==> config.mk <==
export PLATFORM = sky130hd
export DESIGN_NAME = flash_pgm_wprot
export DESIGN_NICKNAME = d
export VERILOG_FILES = /design/src/rtl/flash_pgm_wprot.sv
export SDC_FILE = /design/constraint.sdc
export NUM_CORES = 1
export LEC_CHECK = 0
export ABC_AREA = 1
export BUFFER_PORTS_ARGS = -buffer_cell sky130_fd_sc_hd__buf_4
export CAP_MARGIN = 0
export CORE_MARGIN = 8
export CORE_UTILIZATION = 35
export DETAILED_ROUTE_END_ITERATION = 6
export GPL_TIMING_DRIVEN = 1
export PLACE_DENSITY_LB_ADDON = 0.25
export SLEW_MARGIN = 20
export SYNTH_ARGS = -nofsm -noshare
export SYNTH_HDL_FRONTEND = slang
export SYNTH_SLANG_ARGS = --single-unit
==> constraint.sdc <==
create_clock -name vclk -period 2.35
set_input_delay 0.235 -clock vclk [all_inputs]
set_output_delay 0.235 -clock vclk [all_outputs]
set_load 0.005 [all_outputs]
==> src/rtl/flash_pgm_wprot.sv <==
`timescale 1ns/1ps
module flash_pgm_wprot #(
    parameter int PW    = 7,
    parameter int NAREA = 2
) (
    input  logic [PW-1:0]       page,
    input  logic [NAREA*PW-1:0] lo,
    input  logic [NAREA*PW-1:0] hi,
    output logic                hit
);
    logic [NAREA-1:0] in_area;

    for (genvar k = 0; k < NAREA; k++) begin : g_area
        assign in_area[k] = (page >= lo[k*PW +: PW]) && (page <= hi[k*PW +: PW]);
    end

    assign hit = |in_area;
endmodule

==> impl_metrics.ini, run 1 <==
[sta]
drv_slew = 0
setup_violations = 0
rsz0062_at_grt = false
period_minus_slack_ns = 1.50
slew_headroom_pct = 86.8
timing.final.crit_share_pct = 64.0
finalHoldViolations = 0
worst_pin_slew_ns = 0.196
setup_tns_ns = 0
fmax_mhz = 665

[synthesis]
syn_area_um2 = 739
synth_commonest_cells = 34 x inv_1, 31 x nand2_1, 28 x ha_1
synthMostInstantiatedCell = inv_1
synthesis.nets = 184
ys_top_cells_by_area = ha_1 47%, inv_1 17%, nand2_1 16%
synth_top_area_share_pct = 47.4
synth_cell_types = 12
yosysTopAreaCell = ha_1
ys_warn_count = 0
synth_cells = 121
syn_avg_cell_area_um2 = 6.11
yosysSeqAreaShare_pct = 0

[global_routing]
grt_max_degree = 5
antenna_found_initial = 0
grt_pass1_vias = 802
gr-total-overflow = 0
grt_pass1_wl_um = 3080
track_usage_pct = 9.83

[floorplanning]
die_h_um = 62.0
rows = 16
ios = 36
core_area_um2 = 1980
die_area_um2 = 3840
start_util_pct = 37.3
die_w_um = 62.0

[pwr]
peakVddDrop_mv = 0.0687
p_per_area_nw_per_um2 = 161
p_total_mw = 0.168
p_leak_nw = 0.702

[final_layout]
clock_buffer_count = 0
area_growth_pct = 41.1
seq_cell_count = 0
seqCellArea_um2 = 0
drive_above_1_share_pct = 25.5
final_util_pct = 52.7
nNetsFinal = 222
antenna_cells = 0

[cts]
cts_setup_buffers = 0
cts_hold_buf = 0
post_cts_resized = 0

[worst_setup_path]
cp_max_fo = 4
worstSetupStartpointType = input port
required_ns = 2.12
critPathArrivalTime_ns = 1.27
crit_start = page[6]
end_kind = output pin
critPathKind = in -> out

[drt]
viasPerCell = 4.24
dr.pass1.iters = 4
ant_nets = 0
wl_per_cell_um = 9.46
drc = 0
vias = 780
drt_iter0_drc = 5
drt-total-wl_um = 1740

[placed_design]
gp_congestion = 0.727
hpwl_um = 1660
portBuffers = 36

[status]
status = finished clean

[run]
maxCapViolations = 0

[min_path]
hp-class = in -> out
hold_start = hi[0]
[cell usage in the layout, fill, tap and decap left out]
cell type	netlist	final
a21o_1	2	2
a21oi_1	8	8
buf_4	0	36
ha_1	28	28
inv_1	34	34
nand2_1	31	31
nand2_2	2	2
nand3_1	1	1
nand3b_1	1	1
nand4_1	2	2
nor2_1	8	8
nor2_2	2	2
o21ai_0	2	2
[report_power, final]
group | internal (mW) | leakage, nW | switching [mW]
clock | 0 | 0 | 0
combinational | 0.0907 | 0.702 | 0.0775
sequential | 0 | 0 | 0
[critical path, cell delays in order]
cell,delay (ns)
buf_4,0.13
ha_1,0.31
nand2_2,0.09
inv_1,0.04
a21oi_1,0.13
nand2_1,0.06
nand2_1,0.06
nand2_1,0.05
nand2_1,0.06
buf_4,0.10
[stage by stage]
step           setup slack (ns)  area, um2  cells  hold slack (ns)
4_1_cts                   0.826       1040    184             1.04
3_3_place_gp              0.839       1040    184             1.02
2_1_floorplan              1.13        739    121            0.805
5_1_grt                   0.704       1040    184             1.09
3_5_place_dp              0.830       1040    184             1.03
6_report                  0.846       1040    184             1.03
[layer usage]
metal | vias to the layer above | routed length, um | global-route usage, %
met3 | 0 | 169 | 1.44
met1 | 306 | 830 | 12.8
met5 | - | 0 | 0
met2 | 26 | 741 | 17.4
met4 | 0 | 0 | 0
li1 | 448 | - | -
[worst paths after layout]
path | cells past startpoint | to
max | 10 | hit
min | 7 | hit
[cell families (layout without fill, tap and decap cells)]
| family | count (synthesis) | in the layout | synth area share [%] |
|---|---|---|---|
| AOI/OAI and AO/OA | 12 | 12 | 8.80 |
| and+or+nand+nor | 47 | 47 | 26.6 |
| adders and majority gates | 28 | 28 | 47.4 |
| buffers and inverters | 34 | 70 | 17.3 |
[cell type report]
class | instances | area, um2
timing repair buffer | 36 | 270
fill | 217 | 938
tap | 27 | 33.8
multi-input combinational | 87 | 612
inverter | 34 | 128
(Power assumes the default switching activity.)
==> run 2, diff against run 1 <==
- clock period: 2.35 -> 1.26 ns (I/O delays scaled with it)
==> impl_metrics.ini, run 2 (synthesis gave the netlist of run 1 again) <==
[pwr]
clkPwrFrac_pct = 0
seqPwrFrac_pct = 0
p_leak_nw = 0.720
swShare_pct = 45.7
peakVddDrop_mv = 0.190
p_per_area_nw_per_um2 = 342
p_int_mw = 0.255
p_switching_mw = 0.215
combPwrFrac_pct = 100.0

[drt]
drt-total-wl_um = 2180
drc = 0
wl_per_cell_um = 11.7
viasPerCell = 4.54
ant_nets = 0
dr.pass1.iters = 4
drt_iter0_drc = 8
vias = 845

[final_layout]
nNetsFinal = 224
clock_buffer_count = 0
drive_above_1_share_pct = 52.8
final_cell_mix = 32 x buf_4, 28 x nand2_1, 24 x inv_1
seqCellArea_um2 = 0
multiInputGateArea_um2 = 893
stdcell_count = 186
seq_cell_count = 0
area_growth_pct = 85.8
stdcell_area_um2 = 1370
final_common_cell = buf_4
n_fill_cell = 164
antenna_cells = 0
final_util_pct = 69.3

[sta]
period_minus_slack_ns = 1.24
worst_pin_slew_ns = 0.129
drv_slew = 0
holdWs_ns = 0.819
rsz0062_at_grt = true
setup_tns_ns = 0
fmax_mhz = 808
slew_headroom_pct = 91.3
timing.final.crit_share_pct = 98.2
finalHoldViolations = 0
setup_violations = 0

[worst_setup_path]
required_ns = 1.13
worstSetupStartpointType = input port
critPathKind = in -> out
cp_max_fo = 2
critPathArrivalTime_ns = 1.11
crit_path_max_incr_delay_ns = 0.21
critPathSlowestCell = ha_4
cp_common_cell = nand2_1
end_kind = output pin
cp_cell_sequence = buf_4 -> inv_1 -> ha_4 -> a21o_1 -> nor2_1 -> nand2_1 -> nand2_1 -> nand2_2 -> buf_6

[placed_design]
dp.cells = 186
placed_cell_area_um2 = 1060
gp_congestion = 0.724
hpwl_um = 1710
portBuffers = 36

[floorplanning]
rows = 16
start_util_pct = 37.3
ios = 36
core_area_um2 = 1980
die_w_um = 62.0
die_area_um2 = 3840
die_h_um = 62.0

[global_routing]
gr-total-overflow = 0
track_usage_pct = 12.1
antenna_found_initial = 0
grt_pass1_wl_um = 3750
grt_pass1_vias = 900
grt_max_degree = 5

[min_path]
hold_start = hi[0]
min_to = hit
hp-class = in -> out
min_path_cells = 7

[cts]
cts_setup_buffers = 0
cts_hold_buf = 0

[status]
status = finished clean

[run]
maxCapViolations = 0
-- run 2: changes by cell type in the layout (fill, tap and decap cells not counted), sizes merged --
cell / before / now
buf: 36 / 38
-- run 2: through the flow --
step                      total power [mW]  worst slack [ns]
after floorplan                      0.177             0.257
after global placement               0.316           -0.0315
after detailed placement             0.326           -0.0486
after CTS                            0.387           0.00415
after global routing                 0.529           -0.0298
final                                0.469            0.0225
-- run 2: worst max-delay path, delay by kind of cell --
family	cells	cell delay, ns
simple gates	4	0.28
compound gates	1	0.17
fa+ha+maj	1	0.21
buf+inv	3	0.31
-- run 2: area by class of cell --
type / instances / area share [%]
multi-input cells: 87 / 65.0
well taps: 27 / 2.46
repair buffers: 38 / 22.7
inverters: 34 / 9.84
-- run 2: how the worst max path moves through the flow --
stage	startpoint	end	slack, ns	cells after the start
5_1_grt	page[0]	hit	-0.03	10
3_3_place_gp	page[0]	hit	-0.03	10
6_report	lo[13]	hit	0.02	9
3_5_place_dp	page[6]	hit	-0.05	10
4_1_cts	page[6]	hit	0.004	10
2_1_floorplan	hi[6]	hit	0.26	9
-- run 2: per-layer routing --
layer | share of wire, % | global-route usage (%)
met1 | 44 | 15.4
met2 | 47 | 21.4
met3 | 8.2 | 1.65
met4 | 0 | 1.30
met5 | 0 | 0
-- run 2: power by group through the flow --
stage / Clock, mW / Sequential [mW] / Combinational, mW
after floorplan: 0 / 0 / 0.177
after global placement: 0 / 0 / 0.316
after detailed placement: 0 / 0 / 0.326
after CTS: 0 / 0 / 0.387
after global routing: 0 / 0 / 0.529
final: 0 / 0 / 0.469
-- run 2: what timing repair did --
item,CTS,global route
resized for setup,18,39
setup endpoints to repair,1,1
pin swaps,2,21
==> run 3, diff against run 2 <==
- CORE_UTILIZATION: 35 -> 40
- PLACE_DENSITY: not set -> 0.73
- PLACE_DENSITY_LB_ADDON: 0.25 -> not set
- clock period: 1.26 -> 1.55 ns (I/O delays scaled with it)
==> impl_metrics.ini, run 3 (synthesis gave the netlist of run 1 again) <==
[status]
status = finished clean

[sta]
setup_tns_ns = 0
slew_headroom_pct = 84.2
fmax_mhz = 734
timing.final.crit_share_pct = 87.8
rsz0062_at_grt = false
drv_slew = 0
worst_pin_slew_ns = 0.235
setup_violations = 0
period_minus_slack_ns = 1.36
finalHoldViolations = 0

[final_layout]
drive_above_1_share_pct = 25.5
n_fill_cell = 173
seq_cell_count = 0
clock_buffer_count = 0
antenna_cells = 0
final_cell_mix = 36 x buf_4, 34 x inv_1, 31 x nand2_1
final_common_cell = buf_4
final_util_pct = 60.3
seqCellArea_um2 = 0
area_growth_pct = 40.8
nNetsFinal = 222

[drt]
vias = 811
dr.pass1.iters = 4
wl_per_cell_um = 9.99
drt-total-wl_um = 1820
drc = 0
viasPerCell = 4.46
ant_nets = 0
drt_iter0_drc = 9

[global_routing]
track_usage_pct = 11.1
grt_max_degree = 5
gr-total-overflow = 0
grt_pass1_vias = 818
antenna_found_initial = 0
grt_pass1_wl_um = 3280

[cts]
cts_hold_buf = 0
post_cts_resized = 0
cts_setup_buffers = 0

[worst_setup_path]
critPathArrivalTime_ns = 1.21
cp_cell_sequence = buf_4 -> ha_1 -> a21oi_1 -> nand2_1 -> nand2_1 -> nand2_1 -> nand2_1 -> nand2_1 -> nand2_1 -> buf_4
critPathKind = in -> out
crit_start = page[2]
worstSetupStartpointType = input port
crit_buf_inv = 2
end_kind = output pin
cp_top_family = adder cells
cp_common_cell = nand2_1
critPathSlowestCell = ha_1
required_ns = 1.39
crit_path_max_incr_delay_ns = 0.33
cp_max_fo = 4

[placed_design]
gp_congestion = 0.781
hpwl_um = 1740
portBuffers = 36

[min_path]
hold_start = hi[7]
min_to = hit
min_path_cells = 7
hp-class = in -> out

[pwr]
peakVddDrop_mv = 0.139
p_leak_nw = 0.702
p_per_area_nw_per_um2 = 247

[floorplanning]
ios = 36
rows = 15
die_w_um = 59.0
die_h_um = 59.0
start_util_pct = 42.8
core_area_um2 = 1730
die_area_um2 = 3480

[run]
maxCapViolations = 0
-- run 3: per-stage QoR --
stage	area [um2]	worst slack [ns]	total power [mW]	std cells	hold slack, ns
final	1040	0.188	0.257	182	0.859
after global routing	1040	0.0422	0.304	182	0.925
after CTS	1040	0.182	0.262	182	0.867
after detailed placement	1040	0.188	0.260	182	0.860
after global placement	1040	0.208	0.251	182	0.864
after floorplan	739	0.489	0.144	121	0.645
-- run 3: area by class of cell --
class / count / area [um2] / share of cell area (%)
inverter: 34 / 128 / 12.3
multi-input combinational: 87 / 612 / 58.8
timing repair buffer: 36 / 270 / 26.0
tap: 25 / 31.3 / 3.00
-- run 3: power breakdown --
| part | leakage (nW) | internal (mW) | switching, mW |
|---|---|---|---|
| registers | 0 | 0 | 0 |
| clock network | 0 | 0 | 0 |
| logic | 0.702 | 0.138 | 0.120 |
-- run 3: routing by layer --
layer	global-route usage (%)	share of wire, %	vias to the layer above
met5	0	0	-
met4	0	0	0
met3	3.90	12	0
met2	21.3	45	33
met1	12.0	42	330
li1	-	-	448
-- run 3: worst max path at each step --
stage          endpoint  slack, ns  depth (start not counted)
2_1_floorplan       hit       0.49                          9
3_3_place_gp        hit       0.21                         10
3_5_place_dp        hit       0.19                         10
4_1_cts             hit       0.18                         10
5_1_grt             hit       0.04                         10
6_report            hit       0.19                         10
-- run 3: worst min-delay path, stage by stage --
cell	delay, ns
buf_4	0.08
ha_1	0.11
nand4_1	0.09
nand2_1	0.07
nand2_1	0.04
nand2_1	0.05
buf_4	0.10
